<file path="src/rtl/ssi_tx_pkg.sv">
package ssi_tx_pkg;

    typedef enum logic {
        ST_IDLE   = 1'b0,
        ST_ACTIVE = 1'b1
    } ssi_state_e;

    typedef struct packed {
        logic rise;
        logic fall;
    } ssi_edge_t;

    function automatic int frame_bits(int pw, bit has_err, bit has_par);
        return pw + (has_err ? 1 : 0) + (has_par ? 1 : 0);
    endfunction

    function automatic int cnt_bits(int n);
        return (n < 2) ? 1 : $clog2(n + 1);
    endfunction

endpackage

</file>
<file path="src/rtl/ssi_tx_sync.sv">
module ssi_tx_sync #(
    parameter int STAGES = 2
) (
    input  logic                  clk,
    input  logic                  rst,
    input  logic                  ssi_clk_i,
    output ssi_tx_pkg::ssi_edge_t edge_o
);
    logic [STAGES-1:0] chain_q;
    logic              prev_q;

    always_ff @(posedge clk) begin
        if (rst) begin
            chain_q <= '1;
            prev_q  <= 1'b1;
        end else begin
            chain_q <= {chain_q[STAGES-2:0], ssi_clk_i};
            prev_q  <= chain_q[STAGES-1];
        end
    end

    always_comb begin
        edge_o.fall = prev_q & ~chain_q[STAGES-1];
        edge_o.rise = ~prev_q & chain_q[STAGES-1];
    end
endmodule

</file>
<file path="src/rtl/ssi_tx_frame.sv">
module ssi_tx_frame #(
    parameter int POS_W   = 16,
    parameter bit HAS_ERR = 1'b1,
    parameter bit HAS_PAR = 1'b1,
    parameter int FW      = 18
) (
    input  logic [POS_W-1:0] pos_i,
    input  logic             ok_i,
    output logic [FW-1:0]    word_o
);
    logic par_s;
    assign par_s = ^pos_i;

    generate
        if (HAS_ERR && HAS_PAR) begin : g_err_par
            assign word_o = {pos_i, ok_i, par_s};
        end else if (HAS_ERR) begin : g_err
            assign word_o = {pos_i, ok_i};
        end else if (HAS_PAR) begin : g_par
            logic unused_ok;
            assign unused_ok = ok_i;
            assign word_o = {pos_i, par_s};
        end else begin : g_plain
            logic unused_ok;
            assign unused_ok = ok_i ^ par_s;
            assign word_o = pos_i;
        end
    endgenerate
endmodule

</file>
<file path="src/rtl/ssi_tx_mono.sv">
module ssi_tx_mono #(
    parameter int MONO_CYC = 2500,
    parameter int CW       = 12
) (
    input  logic clk,
    input  logic rst,
    input  logic run_i,
    input  logic restart_i,
    output logic expire_o
);
    logic [CW-1:0] cnt_q;

    assign expire_o = run_i && !restart_i && (cnt_q == CW'(MONO_CYC - 1));

    always_ff @(posedge clk) begin
        if (rst || !run_i || restart_i) begin
            cnt_q <= '0;
        end else if (!expire_o) begin
            cnt_q <= cnt_q + 1'b1;
        end
    end
endmodule

</file>
<file path="src/rtl/ssi_tx_top.sv">
module ssi_tx_top #(
    parameter int POS_W       = 16,
    parameter bit HAS_ERR     = 1'b1,
    parameter bit HAS_PAR     = 1'b1,
    parameter int MONO_CYC    = 2500,
    parameter int SYNC_STAGES = 2
) (
    input  logic             clk,
    input  logic             rst,
    input  logic             ssi_clk_i,
    input  logic [POS_W-1:0] pos_i,
    input  logic             pos_ok_i,
    output logic             ssi_data_o
);
    import ssi_tx_pkg::*;

    localparam int FW = frame_bits(POS_W, HAS_ERR, HAS_PAR);
    localparam int CW = cnt_bits(MONO_CYC);

    ssi_edge_t     edge_s;
    logic          rise_s, fall_s, expire_s;
    logic [FW-1:0] word_s;
    logic [FW-1:0] shreg_q;
    ssi_state_e    state_q;
    logic          data_q;

    assign rise_s = edge_s.rise;
    assign fall_s = edge_s.fall;

    ssi_tx_sync #(.STAGES(SYNC_STAGES)) sync_i (
        .clk(clk), .rst(rst), .ssi_clk_i(ssi_clk_i), .edge_o(edge_s)
    );

    ssi_tx_frame #(.POS_W(POS_W), .HAS_ERR(HAS_ERR), .HAS_PAR(HAS_PAR), .FW(FW)) frame_i (
        .pos_i(pos_i), .ok_i(pos_ok_i), .word_o(word_s)
    );

    ssi_tx_mono #(.MONO_CYC(MONO_CYC), .CW(CW)) mono_i (
        .clk(clk), .rst(rst),
        .run_i(state_q == ST_ACTIVE),
        .restart_i(rise_s | fall_s),
        .expire_o(expire_s)
    );

    always_ff @(posedge clk) begin
        if (rst) begin
            state_q <= ST_IDLE;
            shreg_q <= '0;
            data_q  <= 1'b1;
        end else begin
            case (state_q)
                ST_IDLE: begin
                    if (fall_s) begin
                        shreg_q <= word_s;
                        state_q <= ST_ACTIVE;
                    end
                end
                ST_ACTIVE: begin
                    if (rise_s) begin
                        data_q  <= shreg_q[FW-1];
                        shreg_q <= {shreg_q[FW-2:0], 1'b0};
                    end else if (expire_s) begin
                        state_q <= ST_IDLE;
                        data_q  <= 1'b1;
                    end
                end
                default: state_q <= ST_IDLE;
            endcase
        end
    end

    assign ssi_data_o = data_q;
endmodule

</file>
<file path="config.mk">
export PLATFORM = sky130hd
export DESIGN_NAME = ssi_tx_top
export DESIGN_NICKNAME = d
export VERILOG_FILES = /design/src/rtl/ssi_tx_pkg.sv /design/src/rtl/ssi_tx_sync.sv /design/src/rtl/ssi_tx_frame.sv /design/src/rtl/ssi_tx_mono.sv /design/src/rtl/ssi_tx_top.sv
export SDC_FILE = /design/constraint.sdc
export NUM_CORES = 1
export LEC_CHECK = 0
export BUFFER_PORTS_ARGS = -buffer_cell sky130_fd_sc_hd__buf_2
export CAP_MARGIN = 20
export CELL_PAD_IN_SITES_DETAIL_PLACEMENT = 1
export CELL_PAD_IN_SITES_GLOBAL_PLACEMENT = 2
export CORE_MARGIN = 2
export CORE_UTILIZATION = 40
export CTS_BUF_LIST = sky130_fd_sc_hd__clkbuf_8 sky130_fd_sc_hd__clkbuf_16
export DETAILED_ROUTE_END_ITERATION = 10
export GPL_ROUTABILITY_DRIVEN = 1
export PLACE_DENSITY_LB_ADDON = 0.05
export SYNTH_ARGS = -nofsm -noshare
export SYNTH_HDL_FRONTEND = slang
export SYNTH_HIERARCHICAL = 1
export SYNTH_SLANG_ARGS = --single-unit
</file>
<file path="constraint.sdc">
create_clock -name clk -period 4 [get_ports clk]
set_clock_uncertainty 0.1 [all_clocks]
set_input_delay 0.6 -clock clk [delete_from_list [all_inputs] [get_ports clk]]
set_output_delay 0.6 -clock clk [all_outputs]
set_load 0.05 [all_outputs]
</file>
==> run summary <==
The run finished with clean final reports. For this run, the top clock speed supported by timing is 0.465 GHz. Together, buffers and inverters on the worst path number 0. The library cells used most frequently in the layout, excluding fill and tap cells, are 35 x sky130_fd_sc_hd__dfxtp_1, 21 x sky130_fd_sc_hd__mux2i_1, 20 x sky130_fd_sc_hd__nor2_1, 20 x sky130_fd_sc_hd__buf_2, 17 x sky130_fd_sc_hd__a211oi_2. Placement row count: 25. The count of cells along the worst register-to-register path was 5. At the worst endpoint, the arrival time is 2.27 ns. Walking the worst path, the cells encountered are and2b_1 > or2_2 > nor3b_1 > nand2b_1 > mux2i_1.

The die height is 73.8 um. The count of input and output buffers is 20, and the via count of the first global-routing pass is 1,440. Gates resized during post-CTS repair numbered 0.

In this run the number of H-tree levels came out at 2. The end point of the worst hold path was sync_i/chain_q[1]. The netlist uses 37 different library cells.

Global routing used 15.8% of the available tracks across all layers. Once the clock tree was built, the setup fixing pass inserted 0 buffers. The register area was 701 um2.

The slowest stage of the critical path belongs to the cell sky130_fd_sc_hd__nor3b_1. Setup repair after global routing left no endpoint under its margin. The floorplan die width is 73.8 um. The share of async-settable or async-resettable flops after synthesis is 0%, and the minimum clock period is 2.15 ns.

The tools report the antenna violation net count after detailed routing as 0. Of the synthesized area, sequential elements account for 35.9%. The area growth from synthesis to layout is 4.17%. The tools report the boundary pin count as 21.

A synthesized cell averages 9.80 um2. The floorplan step defined a core boundary enclosing 4720 um2. The finished layout holds 268 standard cells, fillers aside. The logs give 0.29 ns for the clock latency on the worst-skew pair and 0 for the number of diodes. The longest individual stage delay on the worst path was 0.81 ns. Total clock sinks: 35. Measured against its own limit, the worst slew margin works out to 35.0%.

After synthesis the netlist holds a flip-flop and latch count of 35. The tools report the source of the critical timing path as sync_i/chain_q[1]. Clock-pin slew was measured on the worst setup and hold paths at 0.07 ns. The logs give 4.12 ns for the data required time of the critical path and 5450 um2 for the full die area. The multi-input combinational cells in the finished layout cover a total of 1030 um2.

Entering global routing, the biggest net connects 36 pins. TritonCTS built the clock tree. The number of nets in the synthesized netlist is 220.

In this run the deepest clock path goes through 2 buffers. The number of synthesized flops with an enable pin is 0. For the count of hold-fix buffers inserted at cts, the log shows 0.

After detailed routing, the number of vias per cell comes to 5.09. Power spread over the standard cell area amounts to 362 nW/um2. Critical register-to-register path endpoint: mono_i/cnt_q[11]. Of the cells placed in the final design, the portion with a size suffix greater than 1 is 25.9%.

Global routing finished with a remaining overflow of 0. The synthesized netlist occupies a cell area of 1950 um2. The run gives 0 as the number of design rule violations left after detail routing. In this run the clock root is driven by a sky130_fd_sc_hd__clkbuf_8.

For this block, the routed nets add up to 3.86 mm of wire. The origin of the critical flop-to-flop path is sync_i/chain_q[1]. The tools report the minimum setup slack among reg-to-reg paths as 1.85 ns. Buffers inserted during clock tree synthesis total 5. Max-cap violations in this run came to 0.

Grouping stages by cell kind, the critical path spends the most delay in simple AND/OR/NAND/NOR gates. Once detailed placement completed, the half-perimeter wirelength came to 2.82 mm. The cell count after synthesis is 199, and the number of DRC markers after the initial detailed-route iteration is 25. The count of endpoints failing hold in the final timing report was 0. The count of cells along the worst hold path is 1.

The initial antenna violation count was 0. The library cell used most frequently in the layout, excluding fill and tap cells, is sky130_fd_sc_hd__dfxtp_1. Minimum setup slack in the final design: 1.85 ns.

The first global-routing pass estimated 6.42 mm of wire. For this block, the via count after detailed routing is 1,365. The run gives 0.120 mV as the worst-case vdd ir drop.

Worst min-delay path startpoint: sync_i/chain_q[0]. The run gives 2 as the number of detailed-route iterations in the first pass. The summed negative setup slack over all endpoints is 0 ns. For this run, the leading register cell type out of synthesis is sky130_fd_sc_hd__dfxtp_1. The number of nets in the finished design was 221; the worst slack at placement was 1.77 ns. The number of inserted filler cells in the final layout is 555.

The start-to-end type of the worst setup path is reg -> reg. The final RePlAce weighted congestion was 0.740. The number of cells after detailed placement is 260. The count of final setup violators was 0.

The tools report the count of yosys warnings during synthesis as 6. The min-delay analysis places its worst path in the category reg -> reg. The count of final max-slew check failures came out at 0. The worst setup path is launched from a register.

Dividing the detail-routed wire length by the instance count gives 14.4 um. The slew of the pin with the lowest slew margin came out at 0.973 ns. The tools report the type of element capturing the critical path as a register.

In this run the static leakage power is 0.627 nW. In this run the worst path has a maximum fanout of 9. The initial utilization of the core area, before any placement, comes to 41.3%. Final period utilization: 53.8%.
[logic make-up after synthesis]
logic type,after synthesis,synth area share [%]
simple gates,61,17.7
flops,35,35.9
compound gates,32,15.5
buf+inv,31,11.0
mux,22,11.6
xor+xnor,17,7.64
fa+ha+maj,1,0.642
[metrics by stage]
| stage | area, um2 | hold slack [ns] | power, W | utilization, % |
|---|---|---|---|---|
| after floorplan | 1950 | 0.283 | 0.000485 | - |
| after global placement | 1940 | 0.290 | 0.000485 | 41.1 |
| after detailed placement | 1940 | 0.294 | 0.000489 | 41.1 |
| after CTS | 2030 | 0.312 | 0.000749 | 43.0 |
| after global routing | 2030 | 0.329 | 0.000774 | 43.0 |
| final | 2030 | 0.306 | 0.000735 | 43.0 |
[area by class of cell]
class / count / share of cell area [%]
Multi-Input combinational cell: 133 / 51.0
Timing Repair Buffer: 21 / 5.30
Tap cell: 67 / 4.13
Clock inverter: 3 / 0.986
Clock buffer: 5 / 3.39
Inverter: 4 / 0.739
Sequential cell: 35 / 34.5
[synthesized netlist by cell type (4+ instances only)]
master,n,share of area (%)
sky130_fd_sc_hd__dfxtp_1,35,36
sky130_fd_sc_hd__mux2i_1,21,11
sky130_fd_sc_hd__nor2_1,20,3.9
sky130_fd_sc_hd__buf_4,19,7.3
sky130_fd_sc_hd__a211oi_2,17,11
sky130_fd_sc_hd__xnor2_1,14,6.3
sky130_fd_sc_hd__nand2_1,7,1.3
sky130_fd_sc_hd__a21oi_1,6,1.5
sky130_fd_sc_hd__nand2b_1,6,1.9
sky130_fd_sc_hd__nand3_1,6,1.5
sky130_fd_sc_hd__inv_1,4,0.77
[layer usage]
layer,global-route usage [%],routed length (um),vias up
li1,-,-,682
met1,17.4,1670,659
met2,28.7,2000,17
met3,3.70,125,7
met4,6.67,65,0
met5,0,0,-
[sequential cells by signal, summed over array words and instances, names as in the netlist]
signal and cells:
shreg_q 18, mono_i/cnt_q 12, sync_i/chain_q 2, ssi_data_o 1, state_q 1, sync_i/prev_q 1
[how the worst max path moves through the flow]
stage               slack (ns)  depth (start not counted)                to
floorplan                 1.99                          6   mono_i/cnt_q[2]
global placement          1.86                          4   mono_i/cnt_q[2]
detailed placement        1.77                          4   mono_i/cnt_q[8]
CTS                       1.83                          5  mono_i/cnt_q[11]
global route              1.61                          5   mono_i/cnt_q[2]
finish                    1.85                          5  mono_i/cnt_q[11]
[report_power, final]
group          leakage (nW)  internal [W]  switching [W]
registers             0.285      0.000361     0.00000700
clock network        0.0402      0.000121       0.000135
logic                 0.302     0.0000518      0.0000577
total                 0.627      0.000534       0.000200
No activity file was read; power rests on OpenSTA's default activity.
